===== src/rtl/relay_pkg.sv =====
package relay_pkg;
    localparam int CS_MAXW = 64;
    localparam int STAT_W  = 16;
    localparam int CNT_W   = 8;

    // XOR of all bytes; callers zero-extend, zero bytes leave the result unchanged
    function automatic logic [7:0] xor_bytes(input logic [CS_MAXW-1:0] v);
        logic [7:0] acc;
        acc = '0;
        for (int i = 0; i < CS_MAXW / 8; i++) begin
            acc = acc ^ v[i*8 +: 8];
        end
        return acc;
    endfunction
endpackage


===== src/rtl/frame_rx.sv =====
module frame_rx
    import relay_pkg::*;
#(
    parameter int W = 16
) (
    input  logic         clk,
    input  logic         rst_n,
    input  logic         rx,
    output logic         valid,
    output logic [W-1:0] data
);
    localparam int FL = W + 8;
    localparam int CW = $clog2(FL + 1);

    typedef struct packed {
        logic [CW-1:0] left;
        logic [FL-2:0] sh;
        logic          valid;
        logic [W-1:0]  data;
    } rx_t;

    rx_t         q_q, q_d;
    logic [FL-1:0] sh_n;

    always_comb begin
        q_d       = q_q;
        q_d.valid = 1'b0;
        sh_n      = {q_q.sh, rx};
        if (q_q.left == '0) begin
            if (rx) begin
                q_d.left = CW'(FL);
            end
        end else begin
            q_d.sh   = sh_n[FL-2:0];
            q_d.left = q_q.left - 1'b1;
            if (q_q.left == CW'(1) &&
                xor_bytes(CS_MAXW'(sh_n[FL-1:8])) == sh_n[7:0]) begin
                q_d.valid = 1'b1;
                q_d.data  = sh_n[FL-1:8];
            end
        end
    end

    always_ff @(posedge clk or negedge rst_n) begin
        if (!rst_n) q_q <= '0;
        else        q_q <= q_d;
    end

    assign valid = q_q.valid;
    assign data  = q_q.data;
endmodule


===== src/rtl/frame_tx.sv =====
module frame_tx
    import relay_pkg::*;
#(
    parameter int W = 16
) (
    input  logic         clk,
    input  logic         rst_n,
    input  logic         go,
    input  logic [W-1:0] data,
    output logic         tx
);
    localparam int FL = W + 9;
    localparam int CW = $clog2(FL + 1);

    typedef struct packed {
        logic [CW-1:0] left;
        logic [FL-1:0] sh;
    } tx_t;

    tx_t q_q, q_d;

    always_comb begin
        q_d = q_q;
        if (q_q.left != '0) begin
            q_d.sh   = {q_q.sh[FL-2:0], 1'b0};
            q_d.left = q_q.left - 1'b1;
        end else if (go) begin
            q_d.sh   = {1'b1, data, xor_bytes(CS_MAXW'(data))};
            q_d.left = CW'(FL);
        end
    end

    always_ff @(posedge clk or negedge rst_n) begin
        if (!rst_n) q_q <= '0;
        else        q_q <= q_d;
    end

    assign tx = (q_q.left != '0) & q_q.sh[FL-1];
endmodule


===== src/rtl/dual_path_relay.sv =====
module dual_path_relay
    import relay_pkg::*;
#(
    parameter int TEST_W     = 16,
    parameter int MON_W      = 16,
    parameter int TICK_DIV   = 50_000_000,
    parameter int MISS_LIMIT = 3,
    localparam int UP_W      = MON_W + STAT_W
) (
    input  logic            clk,
    input  logic            rst_n,
    input  logic            ctl_rx_a,
    input  logic            ctl_rx_b,
    output logic            ctl_tx_a,
    output logic            ctl_tx_b,
    input  logic            usr_rx_a,
    input  logic            usr_rx_b,
    output logic            usr_tx_a,
    output logic            usr_tx_b,
    output logic [UP_W-1:0] led_o
);
    localparam int TCW = $clog2(TICK_DIV);
    localparam int MCW = $clog2(MISS_LIMIT + 1);

    typedef struct packed {
        logic [TCW-1:0]          tick_cnt;
        logic                    have;
        logic [TEST_W-1:0]       test_buf;
        logic [MON_W-1:0]        mon_buf;
        logic                    sel_ctl;
        logic                    sel_usr;
        logic [3:0][MCW-1:0]     miss;
        logic [CNT_W-1:0]        sent;
        logic [UP_W-1:0]         led;
    } st_t;

    st_t st_q, st_d;

    // link index: 0 ctl A, 1 ctl B, 2 usr A, 3 usr B
    logic [1:0]             ctl_rx_v, usr_rx_v;
    logic [3:0]             valid_v;
    logic [1:0][TEST_W-1:0] ctl_data;
    logic [1:0][MON_W-1:0]  usr_data;
    logic [3:0]             fault;
    logic                   tick, send;
    logic [STAT_W-1:0]      status;
    logic                   down_line, up_line;

    assign ctl_rx_v = {ctl_rx_b, ctl_rx_a};
    assign usr_rx_v = {usr_rx_b, usr_rx_a};

    for (genvar g = 0; g < 2; g++) begin : g_pair
        frame_rx #(.W(TEST_W)) u_ctl_rx (
            .clk(clk), .rst_n(rst_n), .rx(ctl_rx_v[g]),
            .valid(valid_v[g]), .data(ctl_data[g])
        );
        frame_rx #(.W(MON_W)) u_usr_rx (
            .clk(clk), .rst_n(rst_n), .rx(usr_rx_v[g]),
            .valid(valid_v[g+2]), .data(usr_data[g])
        );
    end

    always_comb begin
        for (int i = 0; i < 4; i++) begin
            fault[i] = (st_q.miss[i] == MCW'(MISS_LIMIT));
        end
    end

    assign tick   = (st_q.tick_cnt == TCW'(TICK_DIV - 1));
    assign send   = tick & st_q.have;
    assign status = {st_q.sel_ctl, st_q.sel_usr, fault[0], fault[1],
                     fault[2], fault[3], 2'b00, st_q.sent};

    always_comb begin
        st_d          = st_q;
        st_d.tick_cnt = tick ? '0 : st_q.tick_cnt + 1'b1;

        for (int i = 0; i < 4; i++) begin
            if (valid_v[i]) begin
                st_d.miss[i] = '0;
            end else if (tick && !fault[i]) begin
                st_d.miss[i] = st_q.miss[i] + 1'b1;
            end
        end

        if ((st_q.sel_ctl ? fault[1] : fault[0]) &&
            !(st_q.sel_ctl ? fault[0] : fault[1])) begin
            st_d.sel_ctl = !st_q.sel_ctl;
        end
        if ((st_q.sel_usr ? fault[3] : fault[2]) &&
            !(st_q.sel_usr ? fault[2] : fault[3])) begin
            st_d.sel_usr = !st_q.sel_usr;
        end

        if (st_q.sel_ctl ? valid_v[1] : valid_v[0]) begin
            st_d.test_buf = ctl_data[st_q.sel_ctl];
            st_d.have     = 1'b1;
        end
        if (st_q.sel_usr ? valid_v[3] : valid_v[2]) begin
            st_d.mon_buf = usr_data[st_q.sel_usr];
        end

        if (send) begin
            st_d.sent = st_q.sent + 1'b1;
            st_d.led  = {st_q.mon_buf, status};
        end
    end

    always_ff @(posedge clk or negedge rst_n) begin
        if (!rst_n) st_q <= '0;
        else        st_q <= st_d;
    end

    frame_tx #(.W(TEST_W)) u_down_tx (
        .clk(clk), .rst_n(rst_n), .go(send), .data(st_q.test_buf), .tx(down_line)
    );
    frame_tx #(.W(UP_W)) u_up_tx (
        .clk(clk), .rst_n(rst_n), .go(send), .data({st_q.mon_buf, status}), .tx(up_line)
    );

    assign usr_tx_a = down_line;
    assign usr_tx_b = down_line;
    assign ctl_tx_a = up_line;
    assign ctl_tx_b = up_line;
    assign led_o    = st_q.led;
endmodule


===== config.mk =====
export PLATFORM = sky130hd
export DESIGN_NAME = dual_path_relay
export DESIGN_NICKNAME = d
export VERILOG_FILES = /design/src/rtl/relay_pkg.sv /design/src/rtl/frame_rx.sv /design/src/rtl/frame_tx.sv /design/src/rtl/dual_path_relay.sv
export SDC_FILE = /design/constraint.sdc
export NUM_CORES = 1
export LEC_CHECK = 0
export CAP_MARGIN = 20
export CORE_ASPECT_RATIO = 0.9
export CORE_MARGIN = 1
export CORE_UTILIZATION = 56
export CTS_BUF_LIST = sky130_fd_sc_hd__clkbuf_16
export DETAILED_ROUTE_END_ITERATION = 16
export PLACE_DENSITY = 0.83
export SKIP_CTS_REPAIR_TIMING = 1
export SLEW_MARGIN = 20
export SYNTH_ARGS = -nofsm -noshare
export SYNTH_HDL_FRONTEND = slang
export SYNTH_SLANG_ARGS = --single-unit

===== constraint.sdc =====
create_clock -name clk -period 2.3 [get_ports clk]
set_input_delay 0.23 -clock clk [delete_from_list [all_inputs] [get_ports clk]]
set_output_delay 0.23 -clock clk [all_outputs]
set_load 0.01 [all_outputs]

==> flow_summary_export.csv, run 1 <==
group,metric,value,unit
run_status,status,"finished, final reports clean",
worst_setup_path,reg2reg_depth,8,
floorplan,die_h,164,um
route,drt-total-wl,33800,um
floorplan,rows,58,
sta,max_slew_margin,0.533,
global_route,antenna_found_initial,0,
sta,grt_setup_unrepaired,"yes",
worst_setup_path,cp_cell_sequence,"ha_1 -> nand4_1 -> or3_4 -> nor3_4 -> buf_4 -> buf_12 -> nand4_1 -> xnor2_1",
global_route,grt_max_degree,64,
placement,place.gp.congestion,0.846,
worst_setup_path,critPathArrivalTime,2.66,ns
cts,cts_buffers,37,
synth,synth_warnings,0,
cells_and_area,drive_gt1_frac,0.133,
placement,portBuffers,39,
synth,synth_cell_types,41,
sta,period_share,0.984,
route,firstDrtPassIters,6,
synth,synth_edf_count,0,
floorplan,die_w,182,um
synth,syn_avg_cell_area,10.3,sq um
power,leakage,0.00885,uW
sta,max_freq,442,MHz
floorplan,start_util,0.576,
sta,tightest_slew,0.701,ns
synth,ys_seq_area_frac,0.559,
route,drtAntennaViolNets,0,
worst_setup_path,startpoint_type,"flip-flop",
worst_setup_path,r2r_end,"st_q[35]",
route,wire_per_inst,17.0,um
global_route,grt_pass1_wl,55300,um
worst_setup_path,cp_num_buf_inv,2,
worst_setup_path,end_kind,"flip-flop",
cts,clkSinkCount,364,
route,route.detailed.drc,0,
route,dr.first_iter.drc_count,871,
hold_path,hp-class,"in2async",
synth,ys_async_sr_fraction,1.00,
global_route,grt.overflow.total,0,
sta,drv_slew,0,
cts,cts_buffer_depth,3,
cts,cts_tree,"done",
power,power,17600,uW
sta,finalHoldViolations,0,
floorplan,die_area,29800,sq um
worst_setup_path,path_class,"reg2reg",
worst_setup_path,timing.rr.start,"st_q[84]",
worst_setup_path,cpMostUsedCell,"nand4_1",
global_route,grt_pass1_vias,10900,
flow_run,cap_violations,0,
worst_setup_path,cpMaxStageDelayCell,"or3_4",
cts,clkTransAtPathRegs,0.06,ns
placement,hpwl,22100,um
worst_setup_path,worstPathRequired,2.70,ns
worst_setup_path,critPathMaxStageDelay,0.42,ns
floorplan,boundaryPins,42,
power,ir_worst_vdd,0.477,mV
cts,cts_root_buf,"clkbuf_16",
sta,period_needed,2.26,ns
cells_and_area,utilization,0.647,
floorplan,core,28300,sq um
cts,clk_latency,0.53,ns
synth,ys_ff_latch,364,
cells_and_area,num-fill-cells,2001,
synth,ys.flop_type,"dfrtp_1",
global_route,grt_use_total,0.230,
sta,tns,0,ns
cells_and_area,diodes,0,
worst_setup_path,r2r_slack,0.04,ns
worst_setup_path,critical-path-top-delay-family,"simple AND/OR/NAND/NOR gates",
power,p_per_area,960,nW/um^2
synth,netlist_area,16300,sq um
worst_setup_path,cp_max_fo,21,
route,viasPerCell,5.56,
cells_and_area,area_growth,12.4,%
cts,htreeDepth,2,
route,vias,11100,
cells_and_area,nets,1634,
synth,postSynthCellCount,1576,
sta,setup_violations,0,
sta,fin_worst_skew,0.0172,ns
==> metal layers <==
layer / global-route usage / up-vias / wire length (um)
met4: 0.0601 / 0 / 701
li1: - / 5232 / -
met5: 0 / - / 0
met3: 0.0381 / 58 / 1530
met2: 0.376 / 266 / 16000
met1: 0.322 / 5503 / 15500
==> flip-flops by register name, summed over array words and instances, names as in the netlist <==
signal / flops
u_up_tx.q_q: 47
g_pair.u_usr_rx.data: 32
g_pair.u_ctl_rx.data: 32
led_o: 30
st_q: 77
g_pair.u_ctl_rx.q_q: 56
g_pair.u_usr_rx.valid: 2
u_down_tx.q_q: 30
g_pair.u_ctl_rx.valid: 2
g_pair.u_usr_rx.q_q: 56
==> cell families (layout without fill, tap and decap cells) <==
kind of cell	Yosys count	after routing	share of synthesized area
adders and majority gates	24	24	0.0181
xor gates and xnor gates	139	139	0.0747
other	1	2	0.000230
buffers and inverters	119	172	0.0396
DFF	364	364	0.559
muxes	143	143	0.0949
AOI/OAI and AO/OA	128	128	0.0434
and+or+nand+nor	658	658	0.170
==> cells in the final DEF, fill, tap and decap left out, types with 16 or more instances in the layout <==
cell and instances:
clkbuf_16 41, a31oi_1 51, inv_1 21, mux2i_1 50, buf_4 42, nand2_1 445
nor3_1 19, a21oi_1 19, o21ai_0 47, xnor2_1 79, nor2_1 100, nand4_1 16
mux2_2 91, dfrtp_1 362, nand3_1 28, ha_1 21, clkdlybuf4s50_1 35, xor2_1 60
==> metrics by stage <==
step / worst slack, ns / instances / hold slack [ns] / cell area [sq um]
after floorplan: 0.186 / 1577 / -0.0656 / 16300
after global placement: -0.0179 / 1915 / 0.214 / 17000
after detailed placement: -0.0538 / 1915 / 0.214 / 17000
after CTS: -0.147 / 1978 / -0.341 / 18100
after global routing: -0.0543 / 1990 / 0.275 / 18300
final: 0.0372 / 1990 / 0.244 / 18300
==> synthesized netlist by cell type (3+ instances only) <==
library cell	instances	area, sq um
o21ai_0	47	235
or3_1	3	18.8
nand4_1	16	100
nand2_1	445	1670
nor4_1	4	25.0
xnor2_1	79	692
buf_6	3	33.8
o21ai_1	10	50.1
and2_1	8	50.1
nand4b_1	5	43.8
or2_2	3	18.8
nor2_1	101	379
dfrtp_1	364	9110
a21oi_1	19	95.1
mux2_2	91	1020
inv_1	15	56.3
xor2_1	60	526
nor3_1	20	100
buf_2	11	55.1
buf_1	3	11.3
and3_1	6	37.5
a31oi_1	51	319
ha_1	22	275
mux2i_1	52	521
buf_4	43	323
nand3_1	29	145
nor4bb_1	5	50.1
clkbuf_1	44	165
==> power by group <==
part,internal (uW),switching (uW),leakage [uW]
clock network,3160,2420,0.000571
logic,1700,1770,0.00344
registers,7390,1140,0.00483
total,12200,5330,0.00885
==> cell type report <==
cell class,instances,area [sq um],share of cell area
Timing Repair Buffer,94,961,0.0525
Tap cell,360,450,0.0246
Multi-Input combinational cell,1094,6620,0.362
Sequential cell,364,9110,0.498
Clock inverter,24,133,0.00724
Inverter,15,56.3,0.00308
Clock buffer,39,976,0.0533
==> worst max-delay path by stage <==
stage	cells after the start	endpoint	slack, ns	startpoint
after floorplan	8	g_pair[0].u_ctl_rx.data[10]	0.19	g_pair[0].u_ctl_rx.q_q[40]
final	8	st_q[35]	0.04	st_q[84]
after global placement	7	g_pair[1].u_usr_rx.data[15]	-0.02	usr_rx_b
after detailed placement	7	g_pair[1].u_usr_rx.data[6]	-0.05	usr_rx_b
after CTS	6	usr_tx_b	-0.15	u_down_tx.q_q[25]
after global routing	8	u_up_tx.q_q[3]	-0.05	st_q[84]
No activity file was read; power rests on OpenSTA's default activity.
==> run 2: changes to the inputs <==
--- a/config.mk
+++ b/config.mk
@@ -10,6 +10,7 @@
 export CORE_MARGIN = 1
 export CORE_UTILIZATION = 56
 export CTS_BUF_LIST = sky130_fd_sc_hd__clkbuf_16
+export CTS_CLUSTER_SIZE = 14
 export DETAILED_ROUTE_END_ITERATION = 16
 export PLACE_DENSITY = 0.83
 export SKIP_CTS_REPAIR_TIMING = 1
==> run 2 against run 1 <==
Net effect:
- design area did not move
- setup slack better by 0.0016 ns
- core utilization did not move
- die area unchanged
- critical path depth unchanged
- hold slack got worse by 0.0032 ns
- largest cell class unchanged
- final cell count did not move
- non-clock buffer count stayed put
==> flow_summary_export.csv, run 2 (synthesis results as in run 1) <==
group,metric,value,unit
worst_setup_path,cp_cell_sequence,"ha_1 -> nand4_1 -> or3_4 -> nor3_4 -> buf_4 -> buf_12 -> nand4_1 -> xnor2_1",
flow_run,cap_violations,0,
worst_setup_path,r2r_end,"st_q[35]",
global_route,grt.overflow.total,0,
cts,cts_root_buf,"clkbuf_16",
worst_setup_path,path_class,"reg2reg",
floorplan,start_util,0.576,
power,leakage,0.00885,uW
hold_path,hp-class,"in2async",
global_route,grt_pass1_vias,10900,
cells_and_area,diodes,0,
global_route,grt_max_degree,64,
route,route.detailed.drc,0,
worst_setup_path,crit_path_start,"st_q[84]",
sta,period_share,0.983,
worst_setup_path,cp_num_buf_inv,2,
sta,whs,0.240,ns
power,intPower,12200,uW
cells_and_area,top_register,"st_q",
floorplan,die_h,164,um
worst_setup_path,critPathArrivalTime,2.66,ns
floorplan,die_w,182,um
floorplan,core,28300,sq um
cells_and_area,final_common_cell,"nand2_1",
cells_and_area,largestRegisters,"st_q (77), g_pair.u_ctl_rx.q_q (56), g_pair.u_usr_rx.q_q (56)",
power,p_sw,5320,uW
cells_and_area,largest_reg_flops,77,
sta,timing.final.ws_setup,0.0387,ns
floorplan,rows,58,
cts,cts_tree,"done",
worst_setup_path,reg2reg_depth,8,
power,p_per_area,959,nW/um^2
placement,dpl_worst_slack,-0.0538,ns
route,wire_per_inst,16.9,um
route,viasPerCell,5.57,
route,vias,11100,
worst_setup_path,end_kind,"flip-flop",
sta,period_needed,2.26,ns
cts,clkSinkCount,364,
cells_and_area,nets,1634,
power,pwr-share-comb,0.197,
worst_setup_path,crit_end,"st_q[35]",
worst_setup_path,critPathMaxStageDelay,0.42,ns
power,clkPwrFrac,0.318,
global_route,grt_use_total,0.230,
sta,setup_violations,0,
sta,grt_setup_unrepaired,"yes",
power,sw_frac_of_total,0.303,
global_route,antenna_found_initial,0,
cts,clkTransAtPathRegs,0.06,ns
cells_and_area,layout_common_cells,"nand2_1 (445), dfrtp_1 (362), nor2_1 (100)",
worst_setup_path,worstPathRequired,2.70,ns
sta,max_slew_margin,0.537,
global_route,grt_pass1_wl,55300,um
sta,tightest_slew,0.695,ns
cts,cts_buffers,37,
floorplan,die_area,29800,sq um
worst_setup_path,timing.rr.start,"st_q[84]",
worst_setup_path,critical-path-top-delay-family,"simple AND/OR/NAND/NOR gates",
route,dr.first_iter.drc_count,842,
sta,drv_slew,0,
floorplan,boundaryPins,42,
worst_setup_path,critical_path_cell_count,8,
sta,tns,0,ns
cells_and_area,drive_gt1_frac,0.133,
sta,fin_worst_skew,0.0175,ns
cts,cts_buffer_depth,3,
cells_and_area,area_growth,12.4,%
worst_setup_path,cpMostUsedCell,"nand4_1",
worst_setup_path,cpMaxStageDelayCell,"or3_4",
worst_setup_path,cp_max_fo,21,
power,ir_worst_vdd,0.477,mV
sta,finalHoldViolations,0,
cts,clk_latency,0.53,ns
worst_setup_path,r2r_slack,0.04,ns
run_status,status,"finished, final reports clean",
placement,place.gp.congestion,0.846,
placement,hpwl,22100,um
sta,max_freq,442,MHz
route,drtAntennaViolNets,0,
route,drt-total-wl,33700,um
power,power_frac_seq,0.485,
route,firstDrtPassIters,6,
placement,portBuffers,39,
cts,htreeDepth,2,
worst_setup_path,startpoint_type,"flip-flop",
[run 2: cell counts in the layout (fill, tap and decap cells not counted)]
No cell type changed its count.
[run 2: area by class of cell]
class	instances	area, sq um
fill	2004	9990
sequential	364	9110
multi-input combinational	1094	6620
clock buffer	39	976
timing repair buffer	94	961
tap	360	450
clock inverter	24	133
inverter	15	56.3
[run 2: power groups by stage]
stage | clock, uW | combinational [uW] | sequential [uW]
3_3_place_gp | 0 | 3240 | 8540
2_1_floorplan | 0 | 2710 | 8260
3_5_place_dp | 0 | 3440 | 8610
5_1_grt | 5950 | 3890 | 8670
4_1_cts | 5650 | 3500 | 8510
6_report | 5580 | 3460 | 8520
[run 2: layer usage]
layer  vias up  routed length (um)  global-route usage
met5         -                   0                   0
met4         0                 802              0.0597
met3        65                1530              0.0381
met2       268               16000               0.376
met1      5525               15400               0.322
li1       5231                   -                   -
[run 2: worst min path at each step]
stage          startpoint                          to  slack, ns
6_report            rst_n                    led_o[7]       0.24
5_1_grt             rst_n             u_up_tx.q_q[14]       0.28
4_1_cts             rst_n                    led_o[7]      -0.34
3_5_place_dp        rst_n                    led_o[7]       0.21
3_3_place_gp        rst_n                    led_o[7]       0.21
2_1_floorplan       rst_n  g_pair[0].u_ctl_rx.data[0]      -0.07
[run 2: stage by stage]
step / std cells / utilization / total power (uW) / instance area (sq um)
after floorplan: 1577 / - / 11000 / 16300
after CTS: 1978 / 0.641 / 17700 / 18100
after detailed placement: 1915 / 0.602 / 12000 / 17000
after global placement: 1915 / 0.602 / 11800 / 17000
after global routing: 1990 / 0.647 / 18500 / 18300
final: 1990 / 0.647 / 17600 / 18300
